<file path="config.mk">
export PLATFORM = sky130hd
export DESIGN_NAME = blk_residency_alloc
export DESIGN_NICKNAME = d
export VERILOG_FILES = /design/src/rtl/tba_pkg.sv /design/src/rtl/tba_warp_round.sv /design/src/rtl/tba_pool.sv /design/src/rtl/tba_slot_table.sv /design/src/rtl/blk_residency_alloc.sv
export SDC_FILE = /design/constraint.sdc
export NUM_CORES = 2
export LEC_CHECK = 0
export ABC_CLOCK_PERIOD_IN_PS = 41500
export BUFFER_PORTS_ARGS = -buffer_cell sky130_fd_sc_hd__buf_2
export CAP_MARGIN = 20
export CORE_ASPECT_RATIO = 0.75
export CORE_MARGIN = 2
export CORE_UTILIZATION = 45
export CTS_BUF_LIST = sky130_fd_sc_hd__clkbuf_4
export DETAILED_ROUTE_END_ITERATION = 10
export PLACE_DENSITY_LB_ADDON = 0.25
export SYNTH_ARGS = -nofsm -noshare
export SYNTH_HDL_FRONTEND = slang
export SYNTH_SLANG_ARGS = --single-unit
</file>
<file path="constraint.sdc">
create_clock -name clk -period 41.5 [get_ports clk]
set_clock_uncertainty 0.15 [all_clocks]
set_input_delay 8.3 -clock clk [delete_from_list [all_inputs] [get_ports clk]]
set_output_delay 8.3 -clock clk [all_outputs]
set_load 0.05 [all_outputs]
</file>
<file path="src/rtl/tba_pkg.sv">
package tba_pkg;
    localparam int WARP_SIZE   = 32;
    localparam int LOG_WS      = $clog2(WARP_SIZE);
    localparam int MAX_THREADS = 2048;
    localparam int MAX_BLOCKS  = 16;
    localparam int REG_FILE    = 65536;
    localparam int MAX_REGS    = 255;
    localparam int SMEM_BYTES  = 65536;

    localparam int MAX_WARPS = MAX_THREADS / WARP_SIZE;
    localparam int THR_W     = $clog2(MAX_THREADS) + 1;
    localparam int RPT_W     = $clog2(MAX_REGS + 1) + 1;
    localparam int SMEM_W    = $clog2(SMEM_BYTES) + 1;
    localparam int WARP_W    = THR_W + 1 - LOG_WS;
    localparam int SLOT_W    = $clog2(MAX_BLOCKS);
    localparam int OCC_W     = $clog2(MAX_WARPS + 1);
    localparam int AMT_W     = WARP_W + LOG_WS + RPT_W + 1;

    localparam int NPOOL  = 4;
    localparam int P_REG  = 0;
    localparam int P_SMEM = 1;
    localparam int P_WARP = 2;
    localparam int P_BLK  = 3;

    typedef logic [AMT_W-1:0] amt_t;
    typedef logic [NPOOL-1:0][AMT_W-1:0] pool_vec_t;

    function automatic int pool_cap(int idx);
        case (idx)
            P_REG:   return REG_FILE;
            P_SMEM:  return SMEM_BYTES;
            P_WARP:  return MAX_WARPS;
            default: return MAX_BLOCKS;
        endcase
    endfunction
endpackage

</file>
<file path="src/rtl/tba_warp_round.sv">
module tba_warp_round #(
    parameter int THR_W  = 12,
    parameter int LOG_WS = 5,
    parameter int WARP_W = THR_W + 1 - LOG_WS
) (
    input  logic [THR_W-1:0]  threads,
    output logic [WARP_W-1:0] warps
);
    localparam int WS = 1 << LOG_WS;

    logic [THR_W:0] padded;

    always_comb begin
        padded = {1'b0, threads} + (THR_W+1)'(WS - 1);
        warps  = padded[THR_W:LOG_WS];
    end
endmodule

</file>
<file path="src/rtl/tba_pool.sv">
module tba_pool #(
    parameter int W   = 23,
    parameter int CAP = 16
) (
    input  logic         clk,
    input  logic         rst_n,
    input  logic [W-1:0] need_amt,
    input  logic         charge,
    input  logic         refund,
    input  logic [W-1:0] refund_amt,
    output logic [W-1:0] used,
    output logic         fits
);
    localparam logic [W:0] CAP_V = (W+1)'(CAP);

    typedef struct packed {
        logic [W-1:0] used;
    } pool_st_t;

    pool_st_t s_d, s_q;

    always_comb begin
        s_d  = s_q;
        fits = ({1'b0, s_q.used} + {1'b0, need_amt}) <= CAP_V;
        if (charge) s_d.used = s_d.used + need_amt;
        if (refund) s_d.used = s_d.used - refund_amt;
        used = s_q.used;
    end

    always_ff @(posedge clk) begin
        if (!rst_n) s_q <= '0;
        else        s_q <= s_d;
    end

    // one instance per pool, none may exceed its capacity
    a_r4_pool_le_cap: assert property (@(posedge clk) disable iff (!rst_n)
        {1'b0, s_q.used} <= CAP_V);

    // a refund never returns more than is outstanding
    a_r9_refund_covered: assert property (@(posedge clk) disable iff (!rst_n)
        refund |-> refund_amt <= s_q.used);
endmodule

</file>
<file path="src/rtl/tba_slot_table.sv">
module tba_slot_table
    import tba_pkg::*;
#(
    parameter int NSLOT = MAX_BLOCKS,
    parameter int SW    = SLOT_W
) (
    input  logic             clk,
    input  logic             rst_n,
    input  logic             alloc_en,
    input  pool_vec_t        alloc_vec,
    input  logic             rel_en,
    input  logic [SW-1:0]    rel_idx,
    output logic             free_avail,
    output logic [SW-1:0]    free_idx,
    output logic [NSLOT-1:0] busy,
    output pool_vec_t        rel_vec
);
    typedef struct packed {
        logic [NSLOT-1:0]            busy;
        pool_vec_t [NSLOT-1:0]       chg;
    } tab_st_t;

    tab_st_t s_d, s_q;

    always_comb begin
        s_d        = s_q;
        busy       = s_q.busy;
        free_avail = ~&s_q.busy;
        free_idx   = '0;
        for (int i = NSLOT - 1; i >= 0; i--) begin
            if (!s_q.busy[i]) free_idx = SW'(i);
        end
        rel_vec = s_q.chg[rel_idx];
        if (alloc_en) begin
            s_d.busy[free_idx] = 1'b1;
            s_d.chg[free_idx]  = alloc_vec;
        end
        if (rel_en) s_d.busy[rel_idx] = 1'b0;
    end

    always_ff @(posedge clk) begin
        if (!rst_n) s_q <= '0;
        else        s_q <= s_d;
    end

    // the slot handed out is marked busy afterwards
    a_r7_alloc_marks_busy: assert property (@(posedge clk) disable iff (!rst_n)
        alloc_en |=> s_q.busy[$past(free_idx)]);

    // only busy slots are ever refunded
    a_r9_release_only_busy: assert property (@(posedge clk) disable iff (!rst_n)
        rel_en |-> s_q.busy[rel_idx]);
endmodule

</file>
<file path="src/rtl/blk_residency_alloc.sv">
module blk_residency_alloc
    import tba_pkg::*;
(
    input  logic              clk,
    input  logic              rst_n,
    input  logic              req_valid,
    output logic              req_ready,
    input  logic [THR_W-1:0]  req_threads,
    input  logic [RPT_W-1:0]  req_regs,
    input  logic [SMEM_W-1:0] req_smem,
    output logic              grant_valid,
    output logic [SLOT_W-1:0] grant_slot,
    output logic              reject_err,
    input  logic              rel_valid,
    output logic              rel_ready,
    input  logic [SLOT_W-1:0] rel_slot,
    output logic [OCC_W-1:0]  resident_warps
);
    typedef struct packed {
        logic              gv;
        logic [SLOT_W-1:0] gslot;
        logic              rej;
    } out_st_t;

    out_st_t o_d, o_q;

    logic [WARP_W-1:0]     warps;
    pool_vec_t             charge_vec;
    pool_vec_t             rel_vec;
    logic [NPOOL-1:0]      over;
    logic [NPOOL-1:0]      fits;
    amt_t                  used [NPOOL];
    logic                  slot_avail;
    logic [SLOT_W-1:0]     free_idx;
    logic [MAX_BLOCKS-1:0] busy;
    logic                  oversize, fits_all, accept, grant, reject, rel_fire;
    logic                  unused_bits;

    tba_warp_round #(.THR_W(THR_W), .LOG_WS(LOG_WS), .WARP_W(WARP_W)) u_round (
        .threads (req_threads),
        .warps   (warps)
    );

    always_comb begin
        charge_vec         = '0;
        charge_vec[P_REG]  = amt_t'(warps) * amt_t'(WARP_SIZE) * amt_t'(req_regs);
        charge_vec[P_SMEM] = amt_t'(req_smem);
        charge_vec[P_WARP] = amt_t'(warps);
        charge_vec[P_BLK]  = amt_t'(1);
    end

    for (genvar g = 0; g < NPOOL; g++) begin : g_pool
        localparam int CAP = pool_cap(g);
        assign over[g] = charge_vec[g] > amt_t'(CAP);
        tba_pool #(.W(AMT_W), .CAP(CAP)) u_pool (
            .clk        (clk),
            .rst_n      (rst_n),
            .need_amt   (charge_vec[g]),
            .charge     (grant),
            .refund     (rel_fire),
            .refund_amt (rel_vec[g]),
            .used       (used[g]),
            .fits       (fits[g])
        );
    end

    tba_slot_table #(.NSLOT(MAX_BLOCKS), .SW(SLOT_W)) u_slots (
        .clk        (clk),
        .rst_n      (rst_n),
        .alloc_en   (grant),
        .alloc_vec  (charge_vec),
        .rel_en     (rel_fire),
        .rel_idx    (rel_slot),
        .free_avail (slot_avail),
        .free_idx   (free_idx),
        .busy       (busy),
        .rel_vec    (rel_vec)
    );

    always_comb begin
        oversize  = (req_regs > RPT_W'(MAX_REGS)) || (req_threads == '0) || (|over);
        fits_all  = (&fits) && slot_avail;
        req_ready = oversize || fits_all;
        accept    = req_valid && req_ready;
        grant     = accept && !oversize;
        reject    = accept && oversize;
        rel_ready = 1'b1;
        rel_fire  = rel_valid && busy[rel_slot];

        o_d       = o_q;
        o_d.gv    = grant;
        o_d.rej   = reject;
        if (grant) o_d.gslot = free_idx;
    end

    always_ff @(posedge clk) begin
        if (!rst_n) o_q <= '0;
        else        o_q <= o_d;
    end

    assign grant_valid    = o_q.gv;
    assign grant_slot     = o_q.gslot;
    assign reject_err     = o_q.rej;
    assign resident_warps = used[P_WARP][OCC_W-1:0];
    assign unused_bits    = ^{used[P_REG], used[P_SMEM], used[P_WARP][AMT_W-1:OCC_W]};

    // rounding covers every thread and wastes less than one warp
    a_r1_round_bounds: assert property (@(posedge clk) disable iff (!rst_n)
        req_valid |-> (int'(warps) * WARP_SIZE >= int'(req_threads)) &&
                      (int'(warps) * WARP_SIZE <  int'(req_threads) + WARP_SIZE));

    // a grant adds exactly its warp count to the occupancy
    a_r1_grant_adds_warps: assert property (@(posedge clk) disable iff (!rst_n)
        grant && !rel_fire |=>
            WARP_W'(resident_warps) == WARP_W'($past(resident_warps)) + $past(warps));

    // a rejected request leaves occupancy untouched
    a_r8_reject_no_charge: assert property (@(posedge clk) disable iff (!rst_n)
        reject && !rel_fire |=> resident_warps == $past(resident_warps));

    // releasing a free slot changes nothing
    a_r9_free_release_noop: assert property (@(posedge clk) disable iff (!rst_n)
        rel_valid && !busy[rel_slot] && !grant |=> resident_warps == $past(resident_warps));

    // the block pool agrees with the slot table
    a_r5_blk_matches_slots: assert property (@(posedge clk) disable iff (!rst_n)
        used[P_BLK] == amt_t'($countones(busy)));

    // a grant pulse and a reject pulse never coincide
    a_r7_single_outcome: assert property (@(posedge clk) disable iff (!rst_n)
        !(grant_valid && reject_err));
endmodule

</file>
# Yosys cells after proc, flatten, opt, wreduce, memory -nomap -nowiden
# Cells that the tools add are included.
# Widths: inputs -> output; s select.
# word_totals
reg_bits	1586
word_cells	154
output_inout_bits	15
# classes
mul	1
addsub	13
n_reduce_logical	16
n_lt_le_gt_ge	12
bitwise	3
muxes	37
# ops
cell	count
$mux 1488	1
$bwmux 1472	1
$bmux 92 s4	1
$demux 92 s4	1
$mux 23	8
$mux 92	2
$sub 23x23->23	4
$mux 4	16
$le 24x17->1 const B	2
$add 23x1->24 const B	1
$add 23x17->24	1
$add 23x22->24	1
$add 23x8->24	1
$le 24x5->1 const B	1
$le 24x7->1 const B	1
$add 23x1->23 const B	1
$add 23x17->23	1
$add 23x22->23	1
$add 23x8->23	1
$gt 22x17->1 const B	1
$gt 17x17->1 const B	1
$mul 8x9->17	1
$and 16x16->16	1
$mux 16	1
other kinds (17)	31

# Logic depth before layout (Yosys ltp)
# logic_depth
depth_word	24
ltp_mapped	52

# Cells and area by module
# A second synthesis with hierarchy kept.
# unflattened
hier_cells	8229
area_unflattened_um2	77855.9
# modules_own_cells
mod	area_per_inst_um2	cells_each	seq_area_each_um2	n_inst
tba_slot_table	60042.6	5898	29788.6	1
tba_pool (g_pool[0].u_pool ...)	3577.2	478	460.4	2
tba_pool (g_pool[3].u_pool)	3711.1	508	460.4	1
tba_pool (g_pool[2].u_pool)	3704.8	493	460.4	1
blk_residency_alloc	3078.0	353	120.1	1
tba_warp_round	165.2	21	0.0	1

# Worst setup path before layout
# Ideal clock, no wire load.
# synth_path
path_kind	input-to-output
start	input req_threads[1]
end	output req_ready
arrival_ns	16.027
setup_slack_ns	17.023
required_ns	33.050
stages	34
path_cell_list	nor4_1 nand2b_1 and3_1 nand3_1 nor2_1 xor2_1 clkbuf_1 nand2_1 fa_1 fa_1 inv_1 fa_1 inv_1 fa_1 inv_1 ha_1 a41oi_1 nand2_1 xor2_1 clkbuf_1 ha_1 clkbuf_1 nand2_1 nor3_1 a211oi_1 xnor2_1 nor4_1 a31oi_1 or3_1 and4b_1 buf_4 buf_4 nand2_1 nand3_1
# synth_via
elab_chain_cells	7
elab_cells_between_ends	15
# synth_lines
item	line_no	source
from (decl)	blk_residency_alloc.sv:8	input logic [THR_W-1:0] req_threads,
$add 12x5->13	tba_warp_round.sv:14	padded = {1'b0, threads} + (THR_W+1)'(WS - 1);
$mul 8x9->17	blk_residency_alloc.sv:46	charge_vec[P_REG] = amt_t'(warps) * amt_t'(WARP_SIZE) * amt_t'(req_regs);
$add 23x22->24	tba_pool.sv:24	fits = ({1'b0, s_q.used} + {1'b0, need_amt}) <= CAP_V;
$le 24x17->1	tba_pool.sv:24	
$reduce_and 4->1	blk_residency_alloc.sv:82	fits_all = (&fits) && slot_avail;
$logic_and 1x1->1	blk_residency_alloc.sv:82	
$logic_or 1x1->1 *	blk_residency_alloc.sv:83	req_ready = oversize || fits_all;
to (decl)	blk_residency_alloc.sv:7	output logic req_ready,
# Mark *: on every way between the ends. The rest lies on a longest branch, timed or not.

# Worst setup path in the final report
# Ends and elaborated chain as after synthesis.

==> results.md <==
- Status: complete, no violations
- Clock tree buffer depth: 4
- Power Density: 43.6 nW/um2
- Worst Reg-to-Reg Cells: 25
- Initial Util: 45.2%
- Final Util: 49.2%
- Via count: 56623
- Setup TNS: 0 ps
- Total Routing Usage GR: 27.5%
- Reg-to-reg slack, setup: 32770 ps
- RSZ-0062 raised after global routing: false
- Core ar.: 157000 um2
- Critical Path End: req_ready
- Post-route cell area: 77100 um2
- Reg2reg start: g_pool[2].u_pool.used[0]
- CP max FO: 20
- Nets: 7394
- Rel. slew slack: 12.0%
- MaxCap Viol Count: 0
- Critical path origin: req_threads[1]
- Post-synth cell types: 101
- Worst Tran Pin Value: 1320 ps
- Detail Placement HPWL: 129000 um
- Initial antenna violation count: 12
- Die ar.: 161000 um2
- Main synth FF type: dfxtp_1
- Min-Delay Path Class: register to register
- Final setup viols: 0
- Slowest stage delay, CP: 740 ps
- Most frequent cells in the layout: dfxtp_1 (1586), nand2_1 (1180), and3_1 (914)
- Via density: 5.94
- Placement Cell Area: 72400 um2
- Mapped cell area: 70900 um2
- DRT met1 WL: 102000 um
- Die Wd: 462 um
- Worst-Skew Late Latency: 1380 ps
- Met2 WL: 95300 um
- Number of synthesized flops with an enable pin: 0
- Cts repair resizes: 0
- Most common cell after layout, fill and taps aside: dfxtp_1
- Startpoint class of the critical path: primary input
- Vias in the first global route: 54242
- Final RePlAce weighted congestion: 0.944
- Final ANT Viol Nets: 0
- Area added between synthesis and finish: 8.79%
- Synth warn: 0
- CP Capture Type: output port
- Post-route setup slack: 16220 ps
- F_max: 0.0396 GHz
- Dpl ws: 16480 ps
- Pin count of the biggest net entering global routing: 240
- CTS Buf Count: 399
- Register area share after synthesis: 44.8%
- Worst EP arrival: 16830 ps
- Leak pwr: 32.0 nW
- IO Port Bufs: 59
- Max-slew violations: 0
- CP required: 33050 ps
- Root Driver: clkbuf_4
- Row cnt: 126
- Grt ovf: 0
- Die Span Y: 348 um
- R2R Path End: g_pool[1].u_pool.used[19]
- Clock Sinks: 1586
- Worst vdd ir: 0.0431 mV
- Post-CTS setup buffer count: 0
- Cell count after synthesis: 7257
- Synthesized netlist net count: 7498
- Clk slew on worst S/H paths: 60 ps
- Ratio of final minimum period to clock period: 60.9%
- Final wirelength: 225000 um
- Post-synth ARST share: 0%
- Hold Buf Count CTS: 0
- Synth Area per Inst: 9.77 um2
- Top-level I/O count: 61
- Uppermost layer routed: met5
- Tmin final: 25280 ps
- Yosys reg bits: 1586
- Number of remaining DRC errors: 0
- Fin. Hold Viols: 0
- Slowest-stage cell, CP: xor2_1
- CTS tree: built
- Worst hold margin: 298 ps
- Layout cells sized above 1: 17.5%
- Routed wire length per instance: 23.6 um
- WL met3: 21900 um
- First-pass GRT wire length: 340000 um
- DRT Pass-1 Iters: 8
- Worst Setup Path Type: primary input to output port
- # H-tree levels: 5
- DRT iter0 DRCs: 6232
-- metal layers --
layer	GRT usage (%)	vias up
met5	0	-
met4	8.62	4
met3	5.58	402
met2	40.0	2730
met1	40.8	27926
li1	-	25561
-- synthesized netlist by cell type (14+ instances only) --
master    count  area, um2
o221a_2      14        158
dfxtp_1    1586      31800
nand3_1      75        375
o211ai_1     18        135
fa_1         49        981
nor2b_1      16        100
and2_1       77        482
a31oi_1      28        175
xor2_1       63        552
mux2i_1      50        500
ha_1        146       1830
nor2_1      334       1250
o21ai_0      90        450
or2_2        15       93.8
or3_1        32        200
nor3_1       79        395
xnor2_1     100        876
nand4_1      33        206
clkbuf_1    591       2220
nand2b_1     28        175
mux4_2      461      10400
o21a_1       17        128
nor4_1       19        119
a21oi_1     635       3180
a21o_1       54        405
a211oi_1     47        353
mux2_2       16        180
nand2_1    1196       4490
inv_1       190        713
buf_1        43        161
and3_1      914       5720
-- report_power, final --
group	internal [mW]	switching (mW)	total, mW
registers	1.53	0.00845	1.53
clock network	0.623	0.637	1.26
logic	0.196	0.374	0.569
total	2.35	1.02	3.36
-- cell families (layout without fill, tap and decap cells) --
family | after synthesis | in the layout | share of synthesized area, %
multiplexers | 528 | 528 | 15.6
AO/OA/AOI/OAI | 1050 | 1050 | 8.91
other | 1 | 10 | 0.00529
flip-flops | 1586 | 1586 | 44.8
adder cells (fa/ha/maj) | 211 | 211 | 4.20
XOR/XNOR | 164 | 164 | 2.05
buffers and inverters | 846 | 1001 | 4.55
AND/OR/NAND/NOR | 2871 | 2871 | 19.9
-- metrics by stage --
step           total power, mW  cells
2_1_floorplan             1.97   7257
3_5_place_dp              2.12   8862
5_1_grt                   3.52   9532
4_1_cts                   3.37   9522
3_3_place_gp              2.12   8862
6_report                  3.36   9533
-- cell type report --
type,count,area [um2]
flip-flops and latches,1586,31800
fillers,14357,79800
inverters,191,724
clock buffers,540,4050
well taps,2112,2640
multi-input cells,4825,36200
clock inverters,120,574
repair buffers,150,1150
diodes,9,22.5
-- worst max-delay path: cells and delay by family --
| kind | cells | cell delay, ps |
|---|---|---|
| and+or+nand+nor | 12 | 2970 |
| adders and majority gates | 6 | 2120 |
| AOI/OAI and AO/OA | 6 | 1470 |
| buffers and inverters | 6 | 1190 |
| xor gates and xnor gates | 1 | 740 |
-- worst min path at each step --
| stage | start | endpoint | slack (ps) | depth (start not counted) |
|---|---|---|---|---|
| 2_1_floorplan | register | register | 280 | 2 |
| 3_3_place_gp | register | register | 280 | 2 |
| 3_5_place_dp | register | register | 290 | 2 |
| 4_1_cts | register | register | 300 | 2 |
| 5_1_grt | register | register | 310 | 2 |
| 6_report | register | register | 300 | 2 |
No activity file was read; power rests on OpenSTA's default activity.
